## src/rtl/tuner_irq_pin.sv

```systemverilog
module tuner_irq_pin #(
  parameter int PULSE_TICKS = 5,
  parameter int GAP_TICKS   = 1
) (
  input  logic       clk,
  input  logic       rst_n,
  input  logic       tick,
  input  logic [1:0] mode,
  input  logic       done_irq_en,
  input  logic       data_irq_en,
  input  logic       seek_start,
  input  logic       seek_done,
  input  logic       data_ready,
  output logic       pin_out,
  output logic       pin_oe
);
  localparam int MAXT = (PULSE_TICKS > GAP_TICKS) ? PULSE_TICKS : GAP_TICKS;
  localparam int CW   = $clog2(MAXT + 1);

  typedef enum logic [1:0] {IDLE, PULSE, GAP} st_t;
  st_t st;
  logic [CW-1:0] cnt;
  logic done_pend, data_pend, seek_busy;

  wire irq      = (mode == 2'b01);
  wire done_set = irq & seek_done & done_irq_en;
  wire data_set = irq & data_ready & data_irq_en;
  wire hold     = seek_busy & done_irq_en;
  wire go_done  = (st == IDLE) & done_pend;
  wire go_data  = (st == IDLE) & data_pend & ~done_pend & ~hold;

  always_ff @(posedge clk or negedge rst_n) begin
    if (!rst_n) begin
      st <= IDLE; cnt <= '0;
      done_pend <= 1'b0; data_pend <= 1'b0; seek_busy <= 1'b0;
    end else if (!irq) begin
      st <= IDLE; cnt <= '0;
      done_pend <= 1'b0; data_pend <= 1'b0; seek_busy <= 1'b0;
    end else begin
      done_pend <= done_set | (done_pend & ~go_done);
      data_pend <= data_set | (data_pend & ~go_data);
      if (seek_start) seek_busy <= 1'b1;
      else if (go_done || (seek_done && !done_irq_en)) seek_busy <= 1'b0;
      case (st)
        IDLE: if (go_done || go_data) begin st <= PULSE; cnt <= '0; end
        PULSE: if (tick) begin
          if (cnt == CW'(PULSE_TICKS - 1)) begin st <= GAP; cnt <= '0; end
          else cnt <= cnt + 1'b1;
        end
        GAP: if (tick) begin
          if (cnt == CW'(GAP_TICKS - 1)) begin st <= IDLE; cnt <= '0; end
          else cnt <= cnt + 1'b1;
        end
        default: st <= IDLE;
      endcase
    end
  end

  always_comb begin
    case (mode)
      2'b00:   pin_out = 1'b1;
      2'b01:   pin_out = (st != PULSE);
      2'b10:   pin_out = 1'b0;
      default: pin_out = 1'b1;
    endcase
  end
  assign pin_oe = (mode != 2'b00);

  a_r3_no_spurious: assert property (@(posedge clk) disable iff (!rst_n)
    (irq && st == IDLE && !done_pend && !data_pend) |=> pin_out);
  a_r4_width_holds: assert property (@(posedge clk) disable iff (!rst_n)
    (irq && st == PULSE && !tick) |=> (st == PULSE || !irq));
  a_r7_hold_data: assert property (@(posedge clk) disable iff (!rst_n)
    (irq && st == IDLE && hold && !done_pend) |=> st != PULSE);
  a_r8_gap_high: assert property (@(posedge clk) disable iff (!rst_n)
    (irq && st == PULSE && tick && cnt == CW'(PULSE_TICKS - 1)) |=> (pin_out || !irq));
  a_r9_cancel: assert property (@(posedge clk) disable iff (!rst_n)
    !irq |=> (st == IDLE && !done_pend && !data_pend && !seek_busy));
endmodule

```

## config.mk

```make
export PLATFORM = sky130hd
export DESIGN_NAME = tuner_irq_pin
export DESIGN_NICKNAME = d
export VERILOG_FILES = /design/src/rtl/tuner_irq_pin.sv
export SDC_FILE = /design/constraint.sdc
export NUM_CORES = 1
export LEC_CHECK = 0
export BUFFER_PORTS_ARGS = -buffer_cell sky130_fd_sc_hd__buf_2
export CAP_MARGIN = 30
export CORE_AREA = 2 2 39 41
export DETAILED_ROUTE_END_ITERATION = 8
export DIE_AREA = 0 0 41 43
export PLACE_DENSITY = 0.7
export SYNTH_ARGS = -nofsm -noshare
export SYNTH_HDL_FRONTEND = slang
export SYNTH_SLANG_ARGS = --single-unit
export TNS_END_PERCENT = 1
```

## constraint.sdc

```tcl
create_clock -name clk -period 1.5 [get_ports clk]
set_clock_uncertainty 0.1 [all_clocks]
set_input_delay 0.3 -clock clk [delete_from_list [all_inputs] [get_ports clk]]
set_output_delay 0.3 -clock clk [all_outputs]
set_load 0.01 [all_outputs]
```

==> summary by stage, run 1 <==
Final layout
The net count of the finished layout is 103. In the layout the commonest cells are 11 x buf_2, 11 x buf_4, 8 x dfrtp_1. Compared with the post-synthesis result, the final layout area differs by 56.9%. The number of non-filler instances in the completed layout is 101. The fraction of layout cells with a size suffix above 1 is 51.8%. The count of inserted antenna diode cells is 0.

STA
Across all setup checks in the final design, the least slack found is -150 ps. At the pin with the least slew margin, the transition time is 312 ps. Of the available clock period, the critical path in the final layout requires 110%. The headroom to the max-slew limit is 79.2%. The count of final max-slew check failures is 0.

Based on the critical path, the design can be clocked at up to 606 MHz. Setup repair after global routing could not meet its margin everywhere. The count of endpoints failing setup in the final report is 6. Subtracting the final worst setup slack from the clock period gives 1650 ps. The number of hold-slack violations in the final timing report is 0.

Global route
Global routing consumed, over all layers together, 16.9% of the routing resources. The first global-routing pass estimated 1890 um of wire. The pin count of the biggest net entering global routing is 9. The initial antenna violation count is 0. The via count of the first global-routing pass was 464. The total overflow left after global routing is 0.

Detailed routing
The final route contains 524 vias. The first detailed-routing pass ran for 4 iterations. The count of nets left with antenna violations once routing finished came out at 0. For this block, the initial DRC count from the detailed router was 6.

In the routed layout, each cell is associated on average with a via count of 5.19. The final layout contains routed wiring with a total length of 1210 um. The detailed-route wire length per cell is 12.0 um. In the routed design, unresolved DRC markers number 0.

Place
The total of buffers placed on input and output ports is 11. At the placement stage, the worst setup path has a slack of -126 ps. Counting tap cells, the placed design contains a total of 93 instances. Routability-driven placement finished with a final weighted congestion of 0.779. Detailed placement finished with a half-perimeter wire length of 840 um.

CTS
The number of buffers added by the clock tree synthesis step is 3. In this run the clock root is driven by a clkbuf_4. After clock tree synthesis, the clock-pin slew on the worst setup and hold paths is 60 ps. The maximum root-to-sink buffer count is 2. The clock latency on the worst-skew pair is 270 ps. The number of sinks on the clock net is 8. The TritonCTS clock tree is yes. CTS built an H-tree with a depth of 1.

Hold path
The type of the worst min-delay path is input pin to flop. The startpoint of the lowest-slack hold path is seek_done.

Yosys
The mean instance size in the synthesized netlist is 9.57 um2. The total number of yosys warnings is 0. After synthesis the netlist holds a flip-flop and latch count of 8.

The mapped cell area is 546 um2. After synthesis, the netlist uses 24 different library cells. The post-synthesis sequential area ratio is 36.7%. The number of nets in the synthesized netlist is 73. In the synthesized netlist, the number of instances is 57.

Pwr
Power spread over the standard cell area amounts to 607 nW/um2. IR analysis of the VDD net gives a maximum drop of 417 uV. The reported leakage power is 0.393 nW.

Die
The starting density of the core is 39.4%. 12 I/O pins were placed. The floorplan step defined a core boundary enclosing 1380 um2. The die is 41 um wide. Measured along the y axis, the die boundary spans 43 um. The die covers 1760 um2. In this run the core area contains 14 standard-cell rows.

Worst setup path
Data arrives at the worst endpoint at 1250 ps. At the worst endpoint, the required time is 1100 ps. The startpoint of the worst register-to-register path is st[1].

Counting both buffers and inverters, the worst setup path holds a total of 3. Walking the worst path, the cells encountered are inv_2 > ha_4 > buf_6 > a21oi_2 > buf_2. Following the worst setup path forward leads to its endpoint at pin_out.

The endpoint identified for the worst register-to-register timing path is st[1]. The delay of the slowest critical-path stage is 370 ps. STA classifies the critical path startpoint as a flop. The number of cells on the worst reg-to-reg path is 6. The critical path's slowest cell is dfrtp_1. Setup slack on the worst reg-to-reg path comes out at -150 ps. Broken down by cell family, the worst path's largest delay share belongs to flip-flops. The critical path in this run is classified as flop to output port. The top fanout value on the critical path is 4. In this run the worst setup path begins at st[1]. In this run the number of cells on the critical path is 5. STA classifies the critical path endpoint as an output port.

Flow run
The number of max-cap violations is 0.

Run status
The run finished, with violations left. The final reports fail on negative setup slack.
[worst min path at each step]
stage	to	slack, ps	cells past startpoint
after floorplan	cnt[0]	-100	0
after global placement	cnt[0]	60	1
after detailed placement	cnt[0]	60	1
after CTS	seek_busy	170	3
after global routing	done_pend	190	3
final	done_pend	170	3
[routing by layer]
metal | up-vias | wire length [um] | global-route usage (%)
met3 | 4 | 58 | 3.14
met1 | 237 | 536 | 18.4
met2 | 17 | 577 | 26.3
met5 | - | 0 | 0
met4 | 0 | 35 | 14.0
li1 | 266 | - | -
[logic make-up after synthesis]
family                   Yosys count  share of synthesized area [%]
AO/OA/AOI/OAI                     18                           25.7
AND/OR/NAND/NOR                   17                           16.1
flip-flops                         8                           36.7
buffers and inverters              6                           4.13
adder cells (fa/ha/maj)            6                           13.8
multiplexers                       2                           3.67
[where the power goes]
group / switching, mW / internal, mW / total, mW
clock network: 0.0863 / 0.0925 / 0.179
registers: 0.00317 / 0.220 / 0.223
logic: 0.0547 / 0.0628 / 0.117
total: 0.144 / 0.375 / 0.519
[final cells by class]
class                           count  area [um2]
Multi-Input combinational cell     43         420
Inverter                            6        22.5
Tap cell                           16        20.0
Fill cell                         114         528
Timing Repair Buffer               25         170
Clock buffer                        3        22.5
Sequential cell                     8         200
[worst register-to-register path, cell delays in order, from the launching register on]
cell	delay (ps)
dfrtp_1	400
buf_6	130
ha_4	160
mux2i_2	190
a31o_1	260
a211oi_2	90
a41o_1	210
[registers in the layout, summed over array words and instances, names as in the netlist]
signal     flops
done_pend      1
st             2
seek_busy      1
cnt            3
data_pend      1
[through the flow]
step / util, % / instance area, um2 / power, mW / setup TNS [ps] / hold slack [ps]
2_1_floorplan: - / 557 / 0.271 / -79.1 / -95.6
3_3_place_gp: 50.5 / 699 / 0.316 / -323 / 56.3
3_5_place_dp: 50.5 / 699 / 0.317 / -432 / 59.4
4_1_cts: 59.6 / 825 / 0.510 / -681 / 173
5_1_grt: 61.8 / 856 / 0.536 / -1010 / 193
6_report: 61.8 / 856 / 0.519 / -646 / 172
[cells in the mapped netlist]
library cell | n | area, um2
a41o_1 | 2 | 20.0
a211oi_1 | 2 | 15.0
o21ai_0 | 1 | 5.00
ha_1 | 6 | 75.1
a21oi_1 | 4 | 20.0
a32o_1 | 1 | 10.0
nand2_1 | 3 | 11.3
inv_1 | 6 | 22.5
o41ai_1 | 1 | 8.76
a31o_1 | 1 | 8.76
a211oi_2 | 1 | 12.5
a22o_1 | 1 | 8.76
nand3_1 | 1 | 5.00
a21boi_1 | 1 | 7.51
nand2b_1 | 3 | 18.8
or2_1 | 2 | 12.5
dfrtp_1 | 8 | 200
nor2b_1 | 3 | 18.8
a22oi_1 | 1 | 7.51
mux2i_1 | 2 | 20.0
o221ai_1 | 1 | 8.76
or2_2 | 1 | 6.26
a21o_1 | 1 | 7.51
nor2_1 | 4 | 15.0
[what timing repair did]
action                                  CTS  global route
buffers inserted                          3             1
endpoints found under the setup margin    6             7
pin swaps                                 6             7
hold buffers                              1             0
resized for setup                        12             4
cloned                                    0             0
endpoints found under the hold margin     8             0
Note: power is estimated with default switching activity, not from simulation.
==> run 2, diff against run 1 <==
--- a/config.mk
+++ b/config.mk
@@ -11,6 +11,7 @@
 export DETAILED_ROUTE_END_ITERATION = 8
 export DIE_AREA = 0 0 41 43
 export PLACE_DENSITY = 0.7
+export SKIP_LAST_GASP = 1
 export SYNTH_ARGS = -nofsm -noshare
 export SYNTH_HDL_FRONTEND = slang
 export SYNTH_SLANG_ARGS = --single-unit
==> summary by stage, run 2 (synthesis gave the netlist of run 1 again) <==
Pwr
The highest ir drop seen on vdd was 415 uV (was 417 uV). The reported leakage power came to 0.388 nW (was 0.393 nW). The power per standard cell area is 600 nW/um2 (was 607 nW/um2).

Place
The standard cell area after detailed placement is 699 um2 (unchanged). The total of buffers placed on input and output ports is 11 (unchanged). The worst slack at placement is -126 ps (unchanged).

The weighted congestion at the end of routability-driven global placement is 0.779 (unchanged). The post-placement cell count is 93 (unchanged). The placed wire-length estimate is 840 um (unchanged).

CTS
The H-tree depth is 1 (unchanged). The maximum root-to-sink buffer count is 2 (unchanged). The master cell of the clock root buffer is clkbuf_4 (unchanged). The number of sinks on the clock net is 8 (unchanged). The number of buffers added by the clock tree synthesis step came to 3 (unchanged). The clock slew seen by the registers of the worst setup and hold paths is 60 ps (about the same). The TritonCTS clock tree is yes (unchanged).

The clock latency on the worst-skew pair is 260 ps (was 270 ps).

Worst setup path
The endpoint arrival time on the critical path is 1250 ps (about the same). The kind of end point of the critical path is an output port (unchanged). The type of origin of the critical path is a flop (unchanged). The top fanout value on the critical path is 4 (unchanged). The number of cell instances on the worst register-to-register path is 6 (unchanged).

The worst setup slack for register-to-register paths was -120 ps (was -150 ps). The destination of the worst register-to-register timing path is st[1] (unchanged). The type of the setup path with the least slack is flop to output port (unchanged). The critical path's slowest cell is dfrtp_1 (unchanged). Cell Chain, Critical Path: inv_2 > ha_4 > buf_6 > a21oi_2 > buf_2 (unchanged). The startpoint of the worst register-to-register path is st[0] (was st[1]). The required time reported for the critical path endpoint is 1100 ps (about the same).

The delay of the slowest critical-path stage is 370 ps (about the same).

Hold path
The type of the worst min-delay path is input pin to flop (unchanged). The startpoint of the lowest-slack hold path is seek_done (unchanged). The count of cells along the worst hold path is 3 (unchanged). The destination of the worst hold path is done_pend (unchanged).

Detailed routing
The number of design-rule violations left by the first detailed-router iteration was 6 (unchanged). The number of optimization iterations in the first detailed-route pass was 2 (was 4). The routed via count divided by cell count is 5.22 (was 5.19). The detailed-route DRC error count is 0 (unchanged). The total via count in the routed design is 522 (was 524). The overall routed net length is 1180 um (was 1210 um). The detailed-route wire length per cell is 11.8 um (was 12.0 um). The count of nets left with antenna violations after detail routing was 0 (unchanged).

Global route
The total overflow reported by the global router was 0 (unchanged). The via count of the first global-routing pass is 468 (was 464). The global routing usage summed across all routing layers is 17.0% (was 16.9%). The pin count of the biggest net entering global routing is 9 (unchanged). The initial antenna violation count came to 0 (unchanged). The first-pass GRT wire length is 1900 um (was 1890 um).

Die
The x dimension of the die is 41 um (unchanged). The area of the die is 1760 um2 (unchanged). The number of placed I/O pins is 12 (unchanged). The area of the core is 1380 um2 (unchanged).

The y dimension of the die came to 43 um (unchanged). The number of rows in the core area came to 14 (unchanged). The starting density of the core is 39.4% (unchanged).

STA
The post-layout minimum cycle time is 1650 ps (about the same). The number of hold-slack violations in the final timing report is 0 (unchanged). The highest achievable clock rate came to 607 MHz (was 606 MHz). The count of final max-slew check failures was 0 (unchanged).

The worst hold slack is 183 ps (was 172 ps). Unrepaired setup endpoints after global routing: yes (unchanged). The count of endpoints failing setup in the final report is 7 (was 6). The part of the cycle the worst path needs is 110% (about the same). The transition at the pin with the smallest max-transition slack is 308 ps (was 312 ps). The headroom to the max-slew limit was 79.4% (was 79.2%). The slack of the critical path was -146 ps (was -150 ps). The post-route setup TNS is -605 ps (was -646 ps).

Final layout
The area occupied by registers is 200 um2 (unchanged). Leading registers by flop count: cnt: 3 flops, st: 2 flops (unchanged). The number of non-filler instances in the completed layout is 100 (was 101). Highest-count cells in the layout ignoring fill and taps: 11 x buf_2, 10 x buf_4, 8 x dfrtp_1 (was 11 x buf_2, 11 x buf_4, 8 x dfrtp_1).

The number of fill cells in the layout was 112 (was 114). The number of flip-flops in the largest register is 3 (unchanged). The total area of multi-input combinational cells is 422 um2 (was 420 um2).

The count of inserted antenna diode cells came to 0 (unchanged). The total number of nets in the final design was 102 (was 103). The register containing the most flip-flops in the final layout is cnt (unchanged). The final standard cell area without fillers is 850 um2 (was 856 um2). The fraction of layout cells with a size suffix above 1 is 50.0% (was 51.8%). The library cell used most frequently in the layout, excluding fill and tap cells, is buf_2. The layout overhead on the synthesized area was 55.7% (was 56.9%).

Flow run
The number of max-cap violations was 0 (unchanged).

Run status
Violations in the final reports: negative setup slack (unchanged). Outcome: finished, violations left (unchanged).
[run 2: changes by cell type in the layout (fill, tap and decap cells not counted), sizes merged]
| cell | previous run | this run |
|---|---|---|
| buf | 24 | 23 |
[run 2: routing by layer]
metal	part of all wire (%)	vias to the layer above	track usage [%]	routed length [um]
li1	-	265	-	-
met1	44	242	18.8	523
met2	50	13	26.3	583
met3	4.4	2	3.14	52
met4	1.4	0	14.0	17
met5	0	-	0	0
[run 2: power by group]
part	switching, mW	leakage [nW]	internal [mW]
logic	0.0541	0.264	0.0606
registers	0.00307	0.111	0.220
clock network	0.0803	0.0138	0.0921
total	0.137	0.388	0.372
[run 2: through the flow]
step | power, mW | util [%]
2_1_floorplan | 0.271 | -
3_3_place_gp | 0.316 | 50.5
3_5_place_dp | 0.317 | 50.5
4_1_cts | 0.511 | 59.6
5_1_grt | 0.533 | 61.4
6_report | 0.510 | 61.4
[run 2: critical path, delay by kind of cell (launching register included)]
| kind | cells | cell delay [ps] |
|---|---|---|
| AOI/OAI and AO/OA | 1 | 90 |
| adders and majority gates | 1 | 190 |
| buffers and inverters | 3 | 330 |
| DFF | 1 | 370 |
[run 2: worst max-delay path by stage]
stage,from,endpoint,slack (ps),cells past startpoint
after global routing,st[1],pin_out,-190,5
after detailed placement,st[0],st[1],-130,6
final,st[1],pin_out,-150,5
after global placement,st[0],st[0],-90,6
after CTS,st[1],st[1],-150,6
after floorplan,st[0],cnt[2],-30,6
[run 2: layout make-up]
cell class / count / area share [%]
multi-input combinational: 43 / 49.6
inverter: 6 / 2.65
timing repair buffer: 24 / 19.1
tap: 16 / 2.36
clock buffer: 3 / 2.65
sequential: 8 / 23.6
[run 2: what timing repair did]
action | 4_1_cts | 5_1_grt
pin swaps | 4 | 5
endpoints found under the setup margin | 6 | 7
buffers inserted | 3 | 0
hold endpoints to repair | 8 | 0
hold buffers | 1 | 0
resized for setup | 12 | 4
